### src/rtl/swi_trap_pkg.sv
package swi_trap_pkg;
  localparam int XLEN       = 32;
  localparam int NUM_EXC    = 8;
  localparam int CODE_W     = 5;
  localparam int NUM_LVL    = 2;
  localparam int LVL_USR    = 0;
  localparam int LVL_SUP    = 1;
  localparam int ECALL_BASE = 8;
  // cause codes 4 and 6 are not fault strobes
  localparam logic [NUM_EXC-1:0] EXC_MASK = 8'hAF;

  typedef enum logic {
    SEL_PEND = 1'b0,
    SEL_EN   = 1'b1
  } csr_sel_e;
endpackage

### src/rtl/swi_csr_regs.sv
module swi_csr_regs
  import swi_trap_pkg::*;
(
  input  logic               clk_i,
  input  logic               rst_ni,
  input  logic               we_i,
  input  logic               wsel_i,
  input  logic [XLEN-1:0]    wdata_i,
  input  logic               rsel_i,
  output logic [NUM_LVL-1:0] pend_o,
  output logic [NUM_LVL-1:0] en_o,
  output logic [XLEN-1:0]    rdata_o
);
  logic [NUM_LVL-1:0] pend_q, en_q;

  for (genvar l = 0; l < NUM_LVL; l++) begin : g_lvl
    always_ff @(posedge clk_i or negedge rst_ni) begin
      if (!rst_ni) begin
        pend_q[l] <= 1'b0;
        en_q[l]   <= 1'b0;
      end else if (we_i) begin
        if (wsel_i == SEL_PEND) pend_q[l] <= wdata_i[l];
        else                    en_q[l]   <= wdata_i[l];
      end
    end
  end

  always_comb begin
    rdata_o = '0;
    rdata_o[NUM_LVL-1:0] = (rsel_i == SEL_EN) ? en_q : pend_q;
  end

  assign pend_o = pend_q;
  assign en_o   = en_q;
endmodule

### src/rtl/swi_exc_pick.sv
module swi_exc_pick
  import swi_trap_pkg::*;
(
  input  logic [NUM_EXC-1:0] exc_i,
  input  logic               ecall_i,
  input  logic [1:0]         priv_i,
  output logic               hit_o,
  output logic [CODE_W-1:0]  code_o
);
  logic [NUM_EXC-1:0] live;
  assign live = exc_i & EXC_MASK;

  always_comb begin
    hit_o  = 1'b0;
    code_o = '0;
    if (ecall_i) begin
      hit_o  = 1'b1;
      code_o = CODE_W'(ECALL_BASE) + CODE_W'(priv_i);
    end
    // descending scan leaves the lowest live code
    for (int i = NUM_EXC - 1; i >= 0; i--) begin
      if (live[i]) begin
        hit_o  = 1'b1;
        code_o = CODE_W'(i);
      end
    end
  end
endmodule

### src/rtl/swi_trap_arb.sv
module swi_trap_arb
  import swi_trap_pkg::*;
(
  input  logic               exc_hit_i,
  input  logic [CODE_W-1:0]  exc_code_i,
  input  logic [NUM_LVL-1:0] pend_i,
  input  logic [NUM_LVL-1:0] en_i,
  input  logic               gie_i,
  output logic               valid_o,
  output logic [XLEN-1:0]    cause_o
);
  logic [NUM_LVL-1:0] irq_live;
  assign irq_live = pend_i & en_i & {NUM_LVL{gie_i}};

  always_comb begin
    valid_o = 1'b1;
    cause_o = '0;
    if (exc_hit_i) begin
      cause_o[CODE_W-1:0] = exc_code_i;
    end else if (irq_live[LVL_SUP]) begin
      cause_o[XLEN-1] = 1'b1;
      cause_o[CODE_W-1:0] = CODE_W'(LVL_SUP);
    end else if (irq_live[LVL_USR]) begin
      cause_o[XLEN-1] = 1'b1;
      cause_o[CODE_W-1:0] = CODE_W'(LVL_USR);
    end else begin
      valid_o = 1'b0;
    end
  end
endmodule

### src/rtl/swi_trap_unit.sv
module swi_trap_unit
  import swi_trap_pkg::*;
(
  input  logic               clk_i,
  input  logic               rst_ni,
  input  logic               csr_we_i,
  input  logic               csr_wsel_i,
  input  logic [XLEN-1:0]    csr_wdata_i,
  input  logic               csr_rsel_i,
  output logic [XLEN-1:0]    csr_rdata_o,
  input  logic [NUM_EXC-1:0] exc_i,
  input  logic               ecall_i,
  input  logic [1:0]         priv_i,
  input  logic               gie_i,
  output logic               trap_valid_o,
  output logic [XLEN-1:0]    trap_cause_o
);
  logic [NUM_LVL-1:0] pend_q, en_q;
  logic               exc_hit;
  logic [CODE_W-1:0]  exc_code;

  swi_csr_regs u_regs (
    .clk_i   (clk_i),
    .rst_ni  (rst_ni),
    .we_i    (csr_we_i),
    .wsel_i  (csr_wsel_i),
    .wdata_i (csr_wdata_i),
    .rsel_i  (csr_rsel_i),
    .pend_o  (pend_q),
    .en_o    (en_q),
    .rdata_o (csr_rdata_o)
  );

  swi_exc_pick u_pick (
    .exc_i   (exc_i),
    .ecall_i (ecall_i),
    .priv_i  (priv_i),
    .hit_o   (exc_hit),
    .code_o  (exc_code)
  );

  swi_trap_arb u_arb (
    .exc_hit_i  (exc_hit),
    .exc_code_i (exc_code),
    .pend_i     (pend_q),
    .en_i       (en_q),
    .gie_i      (gie_i),
    .valid_o    (trap_valid_o),
    .cause_o    (trap_cause_o)
  );
endmodule

### config.mk
export PLATFORM = sky130hd
export DESIGN_NAME = swi_trap_unit
export DESIGN_NICKNAME = d
export VERILOG_FILES = /design/src/rtl/swi_trap_pkg.sv /design/src/rtl/swi_csr_regs.sv /design/src/rtl/swi_exc_pick.sv /design/src/rtl/swi_trap_arb.sv /design/src/rtl/swi_trap_unit.sv
export SDC_FILE = /design/constraint.sdc
export NUM_CORES = 1
export LEC_CHECK = 0
export ABC_AREA = 1
export BUFFER_PORTS_ARGS = -buffer_cell sky130_fd_sc_hd__buf_2
export CORE_MARGIN = 2
export CORE_UTILIZATION = 30
export CTS_BUF_LIST = sky130_fd_sc_hd__clkbuf_16
export DETAILED_ROUTE_END_ITERATION = 7
export PLACE_DENSITY_LB_ADDON = 0.1
export SLEW_MARGIN = 10
export SYNTH_ARGS = -nofsm -noshare
export SYNTH_HDL_FRONTEND = slang
export SYNTH_HIERARCHICAL = 1
export SYNTH_SLANG_ARGS = --single-unit
### constraint.sdc
create_clock -name clk_i -period 2.1 [get_ports clk_i]
set_clock_uncertainty 0.2 [all_clocks]
set_input_delay 0.63 -clock clk_i [delete_from_list [all_inputs] [get_ports clk_i]]
set_output_delay 0.63 -clock clk_i [all_outputs]
set_load 0.05 [all_outputs]
After elaboration in Yosys (flattened, before gate mapping)
Index checks and enable logic that the tools add are counted.
- register bits after elaboration: 4
- bits of input ports: 49
- output and inout port bits: 65
- add/sub/neg operators: 1
- mux-type cells: 21
- bitwise logic cells: 3
- reduce and logical (&&, ||, !) cells: 2
- operators by type and width (operator ; count):
    5-bit 2-to-1 mux ; 8
    1-bit 2-to-1 mux ; 12
    4-bit by 2-bit adder with 5-bit output (first input constant) ; 1
    2-bit AND ; 2
    2-bit AND reduction ; 2
    2-bit 2-to-1 mux ; 1
    1-bit inverter ; 1

Depth between registers and ports, before layout
- depth in word-level cells: 9
- gate-level depth with buffers: 6

Hierarchy
The synthesis kept the hierarchy.
- modules (own cells, without submodules) (module ; times used ; cells each ; area an instance (um^2)):
    swi_csr_regs ; 1 ; 56 ; 415.4
    swi_trap_arb ; 1 ; 41 ; 260.2
    swi_exc_pick ; 1 ; 22 ; 112.6

Worst setup path after synthesis
OpenSTA, ideal clock, no wires.
- path type: in2out
- start: input exc_i[7]
- end: output trap_cause_o[31]
- arrival: 1.856 ns
- required time: 1.270 ns
- setup slack: -0.586 ns
- stages: 3
- cell sequence: nor2_1 > nand4_1 > a21oi_1
- cells in the longest elaborated chain, start to end: 7
- ends and longest elaborated chain (element ; RTL line ; RTL):
    from (decl) ; swi_trap_unit.sv:11 ; input logic [NUM_EXC-1:0] exc_i,
    1-bit 2-to-1 mux (6 in a row) ; swi_exc_pick.sv:22 ; if (live[i]) begin
    via exc_hit ; swi_trap_unit.sv:19 ; logic exc_hit;
    1-bit 2-to-1 mux ; swi_trap_arb.sv:18 ; if (exc_hit_i) begin
    to (decl) ; swi_trap_unit.sv:16 ; output logic [XLEN-1:0] trap_cause_o
The timed path passes the listed nets, and every way through them passes these cells.

Worst setup path in the final report
- start: input exc_i[1]
- end: output trap_valid_o
- cells in the longest elaborated chain, start to end: 3
- ends and longest elaborated chain (element ; RTL line ; RTL):
    1-bit 2-to-1 mux (2 in a row) ; swi_exc_pick.sv:22 ;
    via exc_hit ; swi_trap_unit.sv:19 ;
    1-bit 2-to-1 mux ; swi_trap_arb.sv:18 ;
    to (decl) ; swi_trap_unit.sv:15 ; output logic trap_valid_o,
The timed path passes the listed nets, and every way through them passes these cells.

==> flow_summary.ini <==
[pwr]
ir_drop_v = 0.000845
leakage_nw = 0.551
power_mw = 0.727
pwr_density_cell_nw_per_um2 = 775

[critical_path]
crit_top_cell = buf_6
worstPathArrival_ns = 1.45
slowest_stage = nand3b_1
end_kind = output pin
slowest_delay_ns = 0.17
critPathLaunchType = primary input
critical_path_class = primary input to output pin
critPathMaxFanout = 8
crit_required_ns = 1.27
crit_path_cell_trace = buf_8, nor2_4, nand4_1, buf_6, nand3b_1, buf_6
critPathTopFamily = buffers and inverters
path_buf_inv = 3

[sta]
hold_viol = 0
setup_tns_ns = -0.903
setup_viol = 6
setup_slack_ns = -0.182
final.period_utilization_pct = 109
rsz0062_at_grt = yes
hold_slack_ns = 0.00975
period_minus_slack_ns = 2.28
maxSlewViolCount = 0
max_freq_mhz = 438

[clock_tree]
clkLatencyLatePin_ns = 0.22
clk_pin_slew_ns = 0.03
cts.sinks = 4
cts_tree = built
max-clock-path-buffers = 2
cts_max_level = 1
cts_made_buffers = 3
cts_root_buf = clkbuf_16

[placement]
dp_hpwl_um = 1190
dp_cells = 171
pre_cts_ws_ns = -0.274
io_buffers = 24
routabilityCongestion = 0.767
placed_area_um2 = 772

[finish]
syn2layout_area_growth_pct = 19.0
num-fill-cells = 283
final_cell_area_um2 = 938
drive_gt1_share_pct = 31.0
multi_input_area_um2 = 454
instances_no_fill = 175
layout.nets = 196
diodes = 0
seqCellArea_um2 = 100
utilization_pct = 37.9

[routing]
drtIter0Drc = 6
drt-pass1-iter-count = 3
vias = 573
drc = 0
wl_um = 1300
ant_nets = 0
wl_per_cell_um = 7.42
via_per_inst = 3.27

[floorplanning]
start_util_pct = 31.8
pin_count = 114
die-area_um2 = 3050
dieHeight_um = 55.3
rows = 18
core_region_area_um2 = 2480
die_w_um = 55.3

[synthesis]
synth_flop_cell = dfrtp_1
synth_cell_types = 17
synth_area_um2 = 788
synthCells = 119
ys_ff_latch = 4
synth_edf_count = 0
async_flop_share_pct = 100
yosys_warnings = 6
synth.avg_cell_area_um2 = 6.62
yosysSeqAreaShare_pct = 12.7
yosysTopAreaCell = buf_4
synth_top_cell_area_share_pct = 54.3
ys_top_cells_by_area = buf_4 (54%), dfrtp_1 (13%), nand2_1 (9.5%), inv_1 (5.7%), nand3_1 (4.4%)
synth_most_common_cell = buf_4
yosys-top-cells-count = buf_4 (57), nand2_1 (20), inv_1 (12)

[grt]
grt_overflow = 0
grt_pass1_wl_um = 1880
grt_max_degree = 9
grt_antenna_before_repair = 0
grtUsageTotal_pct = 7.97
grt_pass1_vias = 414

[hold_path]
hold_path_class = primary input to async pin

[job]
cap_violations = 0

[run_status]
violations = setup timing
status = finished, violations left
cell type report:
class | count | area share (%)
timing repair buffer | 26 | 22.5
inverter | 13 | 6.40
tap | 30 | 4.00
multi-input combinational | 99 | 48.4
clock buffer | 3 | 8.00
sequential | 4 | 10.7
power by group:
group | internal [mW] | total, mW | leakage (nW) | switching (mW)
Clock | 0.243 | 0.292 | 0.0370 | 0.0491
Sequential | 0.0874 | 0.0952 | 0.0495 | 0.00774
Combinational | 0.0461 | 0.340 | 0.465 | 0.294
Total | 0.376 | 0.727 | 0.551 | 0.351
path summary, 6_finish.rpt:
check	startpoint	depth (start not counted)	slack (ns)	to
worst max register to register	u_regs/en_o[0]$_DFFE_PN0P_	2	1.28	u_regs/en_o[0]$_DFFE_PN0P_
worst max-delay path	exc_i[1]	6	-0.18	trap_valid_o
worst min-delay path	rst_ni	1	0.01	u_regs/pend_o[0]$_DFFE_PN0P_
worst min register to register	u_regs/pend_o[1]$_DFFE_PN0P_	2	0.30	u_regs/pend_o[1]$_DFFE_PN0P_
min in group clk_i	u_regs/pend_o[1]$_DFFE_PN0P_	2	0.30	u_regs/pend_o[1]$_DFFE_PN0P_
max in group asynchronous	rst_ni	1	1.57	u_regs/en_o[1]$_DFFE_PN0P_
cells by family after synthesis:
kind of cell	count (synthesis)	share of synthesized area [%]
other cells	3	1.43
compound gates	7	4.76
buf+inv	70	60.5
simple gates	35	20.6
flops	4	12.7
sequential cells by signal, indices dropped and copies added, names as in the netlist:
name,flops
u_regs/en_o,2
u_regs/pend_o,2
cell usage in the layout, fill, tap and decap left out:
cell type / netlist / final
nand4_1: 1 / 1
nor2_4: 0 / 3
inv_2: 1 / 1
nand2_1: 20 / 17
buf_6: 0 / 11
o21bai_1: 1 / 1
clkinvlp_4: 0 / 3
o21ai_2: 0 / 3
nor3b_2: 1 / 1
a21oi_1: 3 / 2
a21oi_2: 0 / 1
dfrtp_1: 4 / 4
nand3b_1: 1 / 1
nor2_1: 2 / 1
nand3_1: 7 / 7
buf_2: 0 / 13
nand2_2: 1 / 4
buf_8: 0 / 1
buf_4: 57 / 1
clkbuf_16: 0 / 3
inv_1: 12 / 9
conb_1: 3 / 57
what timing repair did:
action / in CTS / in global routing
endpoints found under the hold margin: 0 / 0
hold buffers: 0 / 0
setup buffers: 1 / 0
gates cloned: 0 / 0
pin swaps: 7 / 1
setup endpoints to repair: 6 / 6
gates resized for setup: 23 / 1
per-layer routing:
layer  vias up  part of all wire [%]  global-route usage (%)
met2        38                    48                    11.2
met1       236                    39                    9.59
met5         -                     0                       0
met3         2                    12                    3.75
li1        297                     -                       -
met4         0                  0.92                    5.23
worst register-to-register path, stage by stage (launching register included):
cell and delay (ns):
dfrtp_1 0.38, nand2_1 0.08, nand2_1 0.04
No activity file was read; power rests on OpenSTA's default activity.
